--- config.mk ---
export PLATFORM = sky130hd
export DESIGN_NAME = wdog_timer
export DESIGN_NICKNAME = d
export VERILOG_FILES = /design/src/rtl/wdog_pkg.sv /design/src/rtl/wdog_regs.sv /design/src/rtl/wdog_counter.sv /design/src/rtl/wdog_status.sv /design/src/rtl/wdog_pulse.sv /design/src/rtl/wdog_timer.sv
export SDC_FILE = /design/constraint.sdc
export NUM_CORES = 1
export LEC_CHECK = 0
export ABC_AREA = 1
export CAP_MARGIN = 10
export CORE_MARGIN = 4
export CORE_UTILIZATION = 61
export DETAILED_ROUTE_END_ITERATION = 10
export DONT_BUFFER_PORTS = 1
export PLACE_DENSITY = 0.81
export SLEW_MARGIN = 10
export SYNTH_ARGS = -nofsm -noshare
export SYNTH_HDL_FRONTEND = slang
export SYNTH_SLANG_ARGS = --single-unit
--- constraint.sdc ---
create_clock -name clk -period 3.6 [get_ports clk]
set_clock_uncertainty 0.1 [all_clocks]
set_input_delay 0.36 -clock clk [delete_from_list [all_inputs] [get_ports clk]]
set_output_delay 0.36 -clock clk [all_outputs]
set_load 0.01 [all_outputs]
--- src/rtl/wdog_pkg.sv ---
// Package: shared register offsets, control/status bit positions and the
// restart key for the watchdog timer. Assumes an 8-bit byte address bus.
package wdog_pkg;
    localparam int ADDR_W = 8;

    localparam logic [ADDR_W-1:0] OFS_COUNT   = 8'h00;
    localparam logic [ADDR_W-1:0] OFS_RELOAD  = 8'h04;
    localparam logic [ADDR_W-1:0] OFS_RESTART = 8'h08;
    localparam logic [ADDR_W-1:0] OFS_CTRL    = 8'h0C;
    localparam logic [ADDR_W-1:0] OFS_STATUS  = 8'h10;
    localparam logic [ADDR_W-1:0] OFS_CLEAR   = 8'h14;
    localparam logic [ADDR_W-1:0] OFS_WIDTH   = 8'h18;

    localparam int CTRL_RUN   = 0;
    localparam int CTRL_RSTEN = 1;
    localparam int CTRL_IRQEN = 2;

    localparam logic [31:0] RESTART_KEY = 32'h0000_4755;

    typedef struct packed {
        logic warn;     // status bit 2
        logic alt;      // status bit 1
        logic expired;  // status bit 0
    } wdog_stat_t;
endpackage

--- src/rtl/wdog_regs.sv ---
// Register file and bus decode. Holds reload, control fields and pulse
// width; decodes restart and clear strokes; muxes read data.
// Assumes single-cycle writes and combinational reads.
module wdog_regs
    import wdog_pkg::*;
#(
    parameter int DATA_W = 32,
    parameter int THR_LSB = 10,
    parameter int PW_W = 20,
    parameter logic [DATA_W-1:0] RELOAD_RST = 32'h0098_9680
) (
    input  logic                     clk,
    input  logic                     rst_n,
    input  logic [ADDR_W-1:0]        bus_addr,
    input  logic [DATA_W-1:0]        bus_wdata,
    input  logic                     bus_we,
    input  logic [DATA_W-1:0]        cnt_val,
    input  wdog_stat_t               stat,
    output logic [DATA_W-1:0]        reload_q,
    output logic                     run_q,
    output logic                     rsten_q,
    output logic                     irqen_q,
    output logic [DATA_W-THR_LSB-1:0] thr_q,
    output logic [PW_W-1:0]          width_q,
    output logic                     restart_hit,
    output logic                     clear_hit,
    output logic [DATA_W-1:0]        bus_rdata
);
    localparam int GAP_W = THR_LSB - 3;

    logic unused_wbits;
    assign unused_wbits = ^bus_wdata[THR_LSB-1:3];

    // Strobe decode for the write-only action registers.
    always_comb begin
        restart_hit = bus_we && (bus_addr == OFS_RESTART) && (bus_wdata == DATA_W'(RESTART_KEY));
        clear_hit   = bus_we && (bus_addr == OFS_CLEAR) && bus_wdata[0];
    end

    // Storage for the read/write configuration registers.
    always_ff @(posedge clk) begin
        if (!rst_n) begin
            reload_q <= RELOAD_RST;
            run_q    <= 1'b0;
            rsten_q  <= 1'b0;
            irqen_q  <= 1'b0;
            thr_q    <= '0;
            width_q  <= '0;
        end else if (bus_we) begin
            case (bus_addr)
                OFS_RELOAD: reload_q <= bus_wdata;
                OFS_CTRL: begin
                    run_q   <= bus_wdata[CTRL_RUN];
                    rsten_q <= bus_wdata[CTRL_RSTEN];
                    irqen_q <= bus_wdata[CTRL_IRQEN];
                    thr_q   <= bus_wdata[DATA_W-1:THR_LSB];
                end
                OFS_WIDTH: width_q <= bus_wdata[PW_W-1:0];
                default: ;
            endcase
        end
    end

    // Read data multiplexer.
    always_comb begin
        case (bus_addr)
            OFS_COUNT:  bus_rdata = cnt_val;
            OFS_RELOAD: bus_rdata = reload_q;
            OFS_CTRL:   bus_rdata = {thr_q, {GAP_W{1'b0}}, irqen_q, rsten_q, run_q};
            OFS_STATUS: bus_rdata = {{(DATA_W-3){1'b0}}, stat};
            OFS_WIDTH:  bus_rdata = {{(DATA_W-PW_W){1'b0}}, width_q};
            default:    bus_rdata = '0;
        endcase
    end

    assert_reload_kept_R9: assert property (@(posedge clk) disable iff (!rst_n)
        !(bus_we && bus_addr == OFS_RELOAD) |=> $stable(reload_q));
endmodule

--- src/rtl/wdog_counter.sv ---
// Down-counter: decrements on tick while running, reloads on a restart
// stroke or on expiry. Restart takes priority over a coincident tick.
// Assumes tick is a one-cycle enable.
module wdog_counter #(
    parameter int DATA_W = 32,
    parameter logic [DATA_W-1:0] RELOAD_RST = 32'h0098_9680
) (
    input  logic              clk,
    input  logic              rst_n,
    input  logic              tick,
    input  logic              run,
    input  logic              restart,
    input  logic [DATA_W-1:0] reload,
    input  logic [DATA_W-1:0] threshold,
    output logic [DATA_W-1:0] count,
    output logic              expire,
    output logic              below_thr
);
    localparam logic [DATA_W-1:0] ONE = DATA_W'(1);

    // Expiry event and threshold comparison.
    always_comb begin
        expire    = run && tick && !restart && (count <= ONE);
        below_thr = (count <= threshold);
    end

    // Counter register update.
    always_ff @(posedge clk) begin
        if (!rst_n)             count <= RELOAD_RST;
        else if (restart)       count <= reload;
        else if (run && tick)   count <= (count <= ONE) ? reload : count - ONE;
    end

    assert_step_R3: assert property (@(posedge clk) disable iff (!rst_n)
        (run && tick && !restart && count > ONE) |=> count == $past(count) - ONE);
    assert_hold_R3: assert property (@(posedge clk) disable iff (!rst_n)
        (!run && !restart) |=> $stable(count));
    assert_restart_R2: assert property (@(posedge clk) disable iff (!rst_n)
        restart |=> count == $past(reload));
    assert_expire_reload_R4: assert property (@(posedge clk) disable iff (!rst_n)
        expire |=> count == $past(reload));
endmodule

--- src/rtl/wdog_status.sv ---
// Sticky status flags and the single-cycle reset request. Setting events
// win over a coincident clear. Assumes expire is a one-cycle event.
module wdog_status
    import wdog_pkg::*;
(
    input  logic       clk,
    input  logic       rst_n,
    input  logic       expire,
    input  logic       warn_hit,
    input  logic       clear,
    input  logic       rst_en,
    output wdog_stat_t stat,
    output logic       sys_rst_req
);
    // Sticky flag updates.
    always_ff @(posedge clk) begin
        if (!rst_n) begin
            stat <= '0;
        end else begin
            if (expire)        stat.expired <= 1'b1;
            else if (clear)    stat.expired <= 1'b0;
            if (expire)        stat.alt <= ~stat.alt;
            else if (clear)    stat.alt <= 1'b0;
            if (warn_hit)      stat.warn <= 1'b1;
            else if (clear)    stat.warn <= 1'b0;
        end
    end

    // Reset request pulse register.
    always_ff @(posedge clk) begin
        if (!rst_n) sys_rst_req <= 1'b0;
        else        sys_rst_req <= expire && rst_en;
    end

    assert_warn_sticky_R6: assert property (@(posedge clk) disable iff (!rst_n)
        (stat.warn && !clear) |=> stat.warn);
    assert_alt_flip_R4: assert property (@(posedge clk) disable iff (!rst_n)
        expire |=> stat.alt != $past(stat.alt));
    assert_clear_R7: assert property (@(posedge clk) disable iff (!rst_n)
        (clear && !expire && !warn_hit) |=> (stat == '0));
    assert_req_gated_R5: assert property (@(posedge clk) disable iff (!rst_n)
        sys_rst_req |-> $past(rst_en));
endmodule

--- src/rtl/wdog_pulse.sv ---
// External reset pulse: rises on fire and lasts width+1 ticks; a new fire
// restarts it. Assumes tick is a one-cycle enable.
module wdog_pulse #(
    parameter int PW_W = 20
) (
    input  logic            clk,
    input  logic            rst_n,
    input  logic            tick,
    input  logic            fire,
    input  logic [PW_W-1:0] width,
    output logic            pulse
);
    logic [PW_W-1:0] left_q;

    // Pulse state and remaining tick count.
    always_ff @(posedge clk) begin
        if (!rst_n) begin
            pulse  <= 1'b0;
            left_q <= '0;
        end else if (fire) begin
            pulse  <= 1'b1;
            left_q <= width;
        end else if (pulse && tick) begin
            if (left_q == '0) pulse <= 1'b0;
            else              left_q <= left_q - 1'b1;
        end
    end

    assert_pulse_start_R8: assert property (@(posedge clk) disable iff (!rst_n)
        fire |=> pulse);
    assert_pulse_hold_R8: assert property (@(posedge clk) disable iff (!rst_n)
        (pulse && !tick) |=> pulse);
endmodule

--- src/rtl/wdog_timer.sv ---
// Top of the watchdog timer: wires the register file, counter, status
// flags and pulse generator. Assumes tick is a one-cycle 1 MHz enable.
module wdog_timer
    import wdog_pkg::*;
#(
    parameter int DATA_W = 32,
    parameter int THR_LSB = 10,
    parameter int PW_W = 20,
    parameter logic [DATA_W-1:0] RELOAD_RST = 32'h0098_9680
) (
    input  logic              clk,
    input  logic              rst_n,
    input  logic              tick,
    input  logic [ADDR_W-1:0] bus_addr,
    input  logic [DATA_W-1:0] bus_wdata,
    input  logic              bus_we,
    output logic [DATA_W-1:0] bus_rdata,
    output logic              irq,
    output logic              sys_rst_req,
    output logic              ext_rst,
    output logic              alt_boot
);
    logic [DATA_W-1:0]         reload_q, count, threshold;
    logic [DATA_W-THR_LSB-1:0] thr_q;
    logic [PW_W-1:0]           width_q;
    logic run_q, rsten_q, irqen_q, restart_hit, clear_hit;
    logic expire, below_thr, warn_hit;
    wdog_stat_t stat;

    // Threshold expansion and early-warning qualification.
    always_comb begin
        threshold = {thr_q, {THR_LSB{1'b0}}};
        warn_hit  = run_q && irqen_q && below_thr;
    end

    wdog_regs #(.DATA_W(DATA_W), .THR_LSB(THR_LSB), .PW_W(PW_W), .RELOAD_RST(RELOAD_RST)) u_regs (
        .clk(clk), .rst_n(rst_n), .bus_addr(bus_addr), .bus_wdata(bus_wdata),
        .bus_we(bus_we), .cnt_val(count), .stat(stat), .reload_q(reload_q),
        .run_q(run_q), .rsten_q(rsten_q), .irqen_q(irqen_q), .thr_q(thr_q),
        .width_q(width_q), .restart_hit(restart_hit), .clear_hit(clear_hit),
        .bus_rdata(bus_rdata));

    wdog_counter #(.DATA_W(DATA_W), .RELOAD_RST(RELOAD_RST)) u_cnt (
        .clk(clk), .rst_n(rst_n), .tick(tick), .run(run_q), .restart(restart_hit),
        .reload(reload_q), .threshold(threshold), .count(count),
        .expire(expire), .below_thr(below_thr));

    wdog_status u_stat (
        .clk(clk), .rst_n(rst_n), .expire(expire), .warn_hit(warn_hit),
        .clear(clear_hit), .rst_en(rsten_q), .stat(stat), .sys_rst_req(sys_rst_req));

    wdog_pulse #(.PW_W(PW_W)) u_pulse (
        .clk(clk), .rst_n(rst_n), .tick(tick), .fire(expire), .width(width_q),
        .pulse(ext_rst));

    assign irq      = stat.warn;
    assign alt_boot = stat.alt;

    assert_req_single_R5: assert property (@(posedge clk) disable iff (!rst_n)
        (sys_rst_req && !expire) |=> !sys_rst_req);
endmodule

# After elaboration in Yosys (flattened, before gate mapping)

Index checks and enable logic that the tools add are counted.

Add/sub/neg operators: 2
$mul: 0
Divide/modulo/power cells: 0
Order comparisons: 2
Equal/unequal tests: 8
Shift-type cells: 0
Mux-type cells: 14
Bitwise operators: 1
Reduce and logical (&&, ||, !) cells: 24

Operators by type and width:

| kind                                                   | count |
|---|---|
| case mux 32 bit (5 select lines)                       | 1 |
| 2-to-1 mux 32 bit                                      | 3 |
| 2-to-1 mux 20 bit                                      | 3 |
| equality test 32 x 15 -> 1 bit (second input constant) | 1 |
| <= comparator 32 x 1 -> 1 bit (second input constant)  | 1 |
| <= comparator 32 bit                                   | 1 |
| subtractor 32 x 1 -> 32 bit (second input constant)    | 1 |
| equality test 8 x 5 -> 1 bit (second input constant)   | 3 |
| logical NOT 20 bit                                     | 1 |
| subtractor 20 x 1 -> 20 bit (second input constant)    | 1 |
| equality test 8 x 4 -> 1 bit (second input constant)   | 2 |
| logical AND 1 bit                                      | 11 |
| AND reduction 2 bit                                    | 5 |
| nonzero test 2 bit                                     | 5 |
| equality test 8 x 3 -> 1 bit (second input constant)   | 1 |
| logical NOT 8 bit                                      | 1 |
| 2-to-1 mux 1 bit                                       | 7 |
| != test 2 bit (second input constant)                  | 1 |
| logical NOT 1 bit                                      | 1 |
| inverter 1 bit                                         | 1 |

Flip-flop bits (word level): 134
Latch bits: 0
Memory bits (writable): 0
ROM bits: 0
Output and inout port bits: 36
Memories kept: 0

# Depth between registers and ports, before layout

Depth after elaboration: 8
Gate-level depth with buffers: 13

# Hierarchy

A second synthesis with hierarchy kept.

Cell total of the unflattened synthesis: 1574
Area total of the unflattened synthesis: 9449.1 um^2

By module, submodules not included:

| module       | instances | cells an instance | area each (um^2) | sequential area each (um^2) |
|---|---|---|---|---|
| wdog_regs    | 1         | 747               | 4450.5           | 1541.5 |
| wdog_counter | 1         | 538               | 3293.2           | 640.6 |
| wdog_pulse   | 1         | 266               | 1547.7           | 420.4 |
| wdog_status  | 1         | 19                | 140.1            | 80.1 |
| wdog_timer   | 1         | 4                 | 17.5             | 0.0 |

# Least setup slack after synthesis

OpenSTA, ideal clock, no wires.

Kind: input to output
Start point: input bus_addr[6]
End point: output bus_rdata[22]
Arrival: 1.538 ns
Data required time: 3.140 ns
Path slack: 1.602 ns
Cell stages on the path: 7
Path buffers: 0
Path through: inv_2 > nand2_1 > nor2_2 > clkinv_1 > nor3_2 > nand2_1 > o221ai_1

Cells in the longest elaborated chain, start to end: 2
Elaborated cells between the ends (all ways): 6
Those cells by class: eq/ne (4); mux (1); reduce/logical (1)

RTL lines:

| what                                                       | RTL line         | text |
|---|---|---|
| from (decl)                                                | wdog_timer.sv:14 | `input logic [ADDR_W-1:0] bus_addr,` |
| equality test 8 x 5 -> 1 bit, or another cell as far along | wdog_regs.sv:66  | `case (bus_addr)` |
| case mux 32 bit (5 select lines) *                         | wdog_regs.sv:66  |  |
| to (decl)                                                  | wdog_timer.sv:17 | `output logic [DATA_W-1:0] bus_rdata,` |

Mark *: on every way between the ends. The rest lies on a longest branch, timed or not.

# Worst setup path in the final report

Start point: register u_pulse.left_q[0]
End point: register u_pulse.left_q[15]

Cells in the longest elaborated chain, start to end: 4
Elaborated cells between the ends (all ways): 7
Those cells by class: add/sub (1); eq/ne (1); mux (3); reduce/logical (2)

RTL lines:

| what                        | RTL line         | text |
|---|---|---|
| from (decl)                 | wdog_pulse.sv:13 | `logic [PW_W-1:0] left_q;` |
| from (signal assigned)      | wdog_pulse.sv:22 | `left_q <= width;` |
| from (signal assigned)      | wdog_pulse.sv:25 | `else left_q <= left_q - 1'b1;` |
| subtractor 20 x 1 -> 20 bit | wdog_pulse.sv:25 |  |
| 2-to-1 mux 20 bit           | wdog_pulse.sv:24 | `if (left_q == '0) pulse <= 1'b0;` |
| 2-to-1 mux 20 bit           | wdog_pulse.sv:23 | `end else if (pulse && tick) begin` |
| 2-to-1 mux 20 bit           | wdog_pulse.sv:20 | `end else if (fire) begin` |

Parallel ways exist; a longest one is shown, timed or not. The select of a mux whose other input is x is not followed.
A chain may end at the register's enable or synchronous reset.

==> impl_summary.txt <==
----------------------------------------------------
[Yosys]
  Count of different cell masters after synthesis ... 39
  Synthesized flop and latch total ... about 130
  Ys Warns ... 0
  Syn Nets ... about 1400
  Most frequently used cell type in the post-synthesis netlist ... sky130_fd_sc_hd__nand2_1
  Seq/Total Area, Yosys ... 0.321
  Proportion of register bits with asynchronous set or reset after synthesis ... 0
  Number of synthesized flops with an enable pin ... 0
  Total standard cell area after synthesis ... 8350 um2
  Area share of the largest cell type after synthesis ... 0.321
  Post-synthesis instance total ... 1314
  Prevailing post-synth register cell ... sky130_fd_sc_hd__dfxtp_1
  Leading area contributor after synthesis ... sky130_fd_sc_hd__dfxtp_1
  Top cells by area, synth ... sky130_fd_sc_hd__dfxtp_1 32%, sky130_fd_sc_hd__nand2_1 15%, sky130_fd_sc_hd__nor2_1 9.5%, sky130_fd_sc_hd__inv_1 6.2%, sky130_fd_sc_hd__a21oi_1 5.9%
  Avg Cell Area, Syn ... 6.35 um2
  Synth top cells by count ... 329 x sky130_fd_sc_hd__nand2_1, 212 x sky130_fd_sc_hd__nor2_1, 138 x sky130_fd_sc_hd__inv_1

[Final layout]
  Layout Cells excl Fill ... ~1500
  Diode insertion count for antenna repair ... 0
  Final net count ... 1377
  Layout Area Growth over Synthesis ... 9.67%
  Fraction of layout cells with a size suffix above 1 ... 0.0629
  Filler Cells Inserted ... 1163
  Area of the multi-input gates ... 4810 um2
  Combined flip-flop and latch cell area ... 2680 um2

[Placement]
  DP HPWL ... ~19000 um
  Pre-CTS worst setup slack ... approximately 630 ps
  Number of buffer cells added on primary ports ... 0
  GP Congestion ... 0.962
  Number of cells after detailed placement ... 1446

[STA]
  Count of pins over their slew limit ... 0
  Final critical-path required period ... 2960 ps
  Final period util ... 0.822
  Max Clock Freq ... 0.338 GHz
  Worst slack on hold paths ... 8.42 ps
  Final worst-path setup slack ... 642 ps
  Worst slew pin tran ... 812 ps
  Final Hold Fails ... 0
  Final setup violation count ... 0
  Setup repair after global routing missed its margin ... no
  Worst slew margin relative to its limit ... 0.458
  Total negative setup slack ... 0 ps

[Floorplan]
  IO Pins ... 80
  Core Box Area ... 13300 um2
  Horizontal die dimension ... roughly 120 um
  Area of the die ... roughly 16000 um2
  Initial core utilization ... 0.625
  Y dimension of the die ... 125 um
  Std cell rows ... 42

[Clock network]
  TritonCTS buffer count ... 17
  Setup fix buffers added after clock tree synthesis ... 0
  Clock Pin Slew Worst Setup and Hold Paths ... 60 ps
  Cts-stage hold buffer count ... 19
  Resized cells post-CTS ... 0
  Buffers from clock root to sink, at most ... 2
  Number of H-tree levels ... 4
  Clk_lat worst skew ... roughly 420 ps
  Clock tree from TritonCTS ... yes
  Clock Sink Count ... approximately 130
  CTS Root Cell ... sky130_fd_sc_hd__clkbuf_16

[Setup path]
  Worst endpoint data arrival time ... 3210 ps
  Flop-to-flop setup slack ... 640 ps
  CP max FO ... 21
  Cell family contributing the most delay on the critical path ... simple AND/OR/NAND/NOR gates
  Cell mode on critical path ... sky130_fd_sc_hd__nor2_1
  Buffers and inverters on the worst path ... 2
  Ordered cell list for the critical path ... clkinv_1 -> ha_1 -> nand3_1 -> nor2_1 -> nand4_1 -> nand2_1 -> buf_4 -> nand2_1 -> nor2_1 -> nor2_1 -> nor2_1
  Cell with the biggest individual delay on the critical path ... sky130_fd_sc_hd__nor2_1
  Startpoint kind of the worst setup timing path ... flop
  Required time at the worst-slack endpoint ... slightly below 4000 ps
  Kind of end point of the critical path ... flop
  Start-to-end type of the worst setup path ... flop to flop
  Maximum single-stage delay on the critical path ... 540 ps

[Global route]
  Largest net degree at the start of global routing ... 72
  Number of antenna violations at the first check in global routing ... 0
  Wire length of the first global-routing pass ... between 40000 and 50000 um
  Vias in the first global route ... 7986
  Remaining global-route overflow ... 0
  Overall track demand over capacity in global routing ... 0.336

[Run]
  Number of maximum-capacitance violations ... 0

[Drt]
  Routed vias/inst ... 5.95
  Total wirelength of the detailed-routed design ... 26900 um
  Drt first-iter violations ... 1062
  Average detailed-routed wire length per instance ... around 18 um
  DRC violations left ... 0
  Via count ... 8895
  Count of TritonRoute iterations in the first routing pass ... 7
  Number of nets with antenna violations after detailed routing ... 0

[Status]
  Outcome ... finished clean

[Pwr]
  Power per standard cell area ... 358 nW/um2
  Leakage power summed over all cells ... roughly 3.9 nW
  Maximum resistive drop on vdd ... 327 uV

[Hold path]
  Min-delay worst type ... input port to flop

----------------------------------------------------
-- sequential cells by signal (all words and copies together), names as in the netlist --
signal and flops:
u_pulse.left_q 20, u_regs.run_q 1, u_pulse.pulse 1, u_regs.width_q 20, u_regs.rsten_q 1, u_stat.sys_rst_req 1
u_stat.stat 3, u_regs.thr_q 22, u_regs.irqen_q 1, u_regs.reload_q 32, u_cnt.count 32
-- logic make-up after synthesis --
| kind of cell | count (synthesis) | synth area share |
|---|---|---|
| AND/OR/NAND/NOR | 666 | 0.336 |
| buffers and inverters | 211 | 0.102 |
| adder cells (fa/ha/maj) | 25 | 0.0375 |
| XOR/XNOR | 19 | 0.0199 |
| flip-flops | 134 | 0.321 |
| AO/OA/AOI/OAI | 259 | 0.183 |
-- placed cells by master, fill, tap and decap left out, types with 4 or more instances in the layout --
cell                            Yosys  routed
sky130_fd_sc_hd__a211oi_1          37      37
sky130_fd_sc_hd__a21oi_1           98      98
sky130_fd_sc_hd__buf_4              3       9
sky130_fd_sc_hd__clkbuf_16          0      17
sky130_fd_sc_hd__clkinv_1           4       4
sky130_fd_sc_hd__clkinvlp_4         0       6
sky130_fd_sc_hd__dfxtp_1          134     134
sky130_fd_sc_hd__dlygate4sd3_1      0      18
sky130_fd_sc_hd__ha_1              25      25
sky130_fd_sc_hd__inv_1            138     138
sky130_fd_sc_hd__inv_2             15      15
sky130_fd_sc_hd__nand2_1          329     329
sky130_fd_sc_hd__nand2_2            4       4
sky130_fd_sc_hd__nand2_4            5       5
sky130_fd_sc_hd__nand3_1           64      64
sky130_fd_sc_hd__nand4_1           22      22
sky130_fd_sc_hd__nor2_1           212     212
sky130_fd_sc_hd__nor2_2            10      10
sky130_fd_sc_hd__nor3_1             8       8
sky130_fd_sc_hd__o2111ai_1          4       4
sky130_fd_sc_hd__o211ai_1          15      15
sky130_fd_sc_hd__o21ai_0           63      63
sky130_fd_sc_hd__o21ai_1           16      16
sky130_fd_sc_hd__o21bai_1           5       5
sky130_fd_sc_hd__o221ai_1          16      16
sky130_fd_sc_hd__xor2_1            16      16
-- final timing paths --
kind	cells past startpoint	to	startpoint
worst max-delay path	11	u_pulse.left_q[15]	u_pulse.left_q[0]
worst min-delay path	2	u_cnt.count[10]	rst_n
worst max register to register	11	u_pulse.left_q[15]	u_pulse.left_q[0]
worst min register to register	2	u_stat.stat[0]	u_stat.stat[0]
-- power breakdown --
group | switching, mW | internal (mW)
combinational | 0.0693 | 0.0305
sequential | 0.00208 | 1.49
clock | 0.673 | 1.02
-- worst reg2reg max path, cell delays in order (launching register included) --
cell	delay, ps
sky130_fd_sc_hd__dfxtp_1	310
sky130_fd_sc_hd__clkinv_1	150
sky130_fd_sc_hd__ha_1	220
sky130_fd_sc_hd__nand3_1	120
sky130_fd_sc_hd__nor2_1	540
sky130_fd_sc_hd__nand4_1	220
sky130_fd_sc_hd__nand2_1	110
sky130_fd_sc_hd__buf_4	240
sky130_fd_sc_hd__nand2_1	470
sky130_fd_sc_hd__nor2_1	250
sky130_fd_sc_hd__nor2_1	60
sky130_fd_sc_hd__nor2_1	90
-- final cells by class --
class                      count  share of cell area
multi-input combinational    969               0.525
sequential                   134               0.293
inverter                     157              0.0644
clock buffer                  20              0.0477
timing repair buffer          29              0.0314
tap                          176              0.0241
clock inverter                11              0.0139
-- per-layer routing --
layer	track usage	up-vias	share of wire
li1	-	4292	-
met1	0.459	3986	0.41
met2	0.500	533	0.43
met3	0.108	84	0.13
met4	0.122	0	0.034
met5	0	-	0
-- through the flow --
| step | utilization | cell area, um2 | total power [mW] |
|---|---|---|---|
| 2_1_floorplan | - | 8350 | 1.58 |
| 3_3_place_gp | 0.629 | 8390 | 1.59 |
| 3_5_place_dp | 0.629 | 8390 | 1.59 |
| 4_1_cts | 0.686 | 9160 | 3.27 |
| 5_1_grt | 0.686 | 9160 | 3.36 |
| 6_report | 0.686 | 9160 | 3.28 |
(Power assumes the default switching activity.)
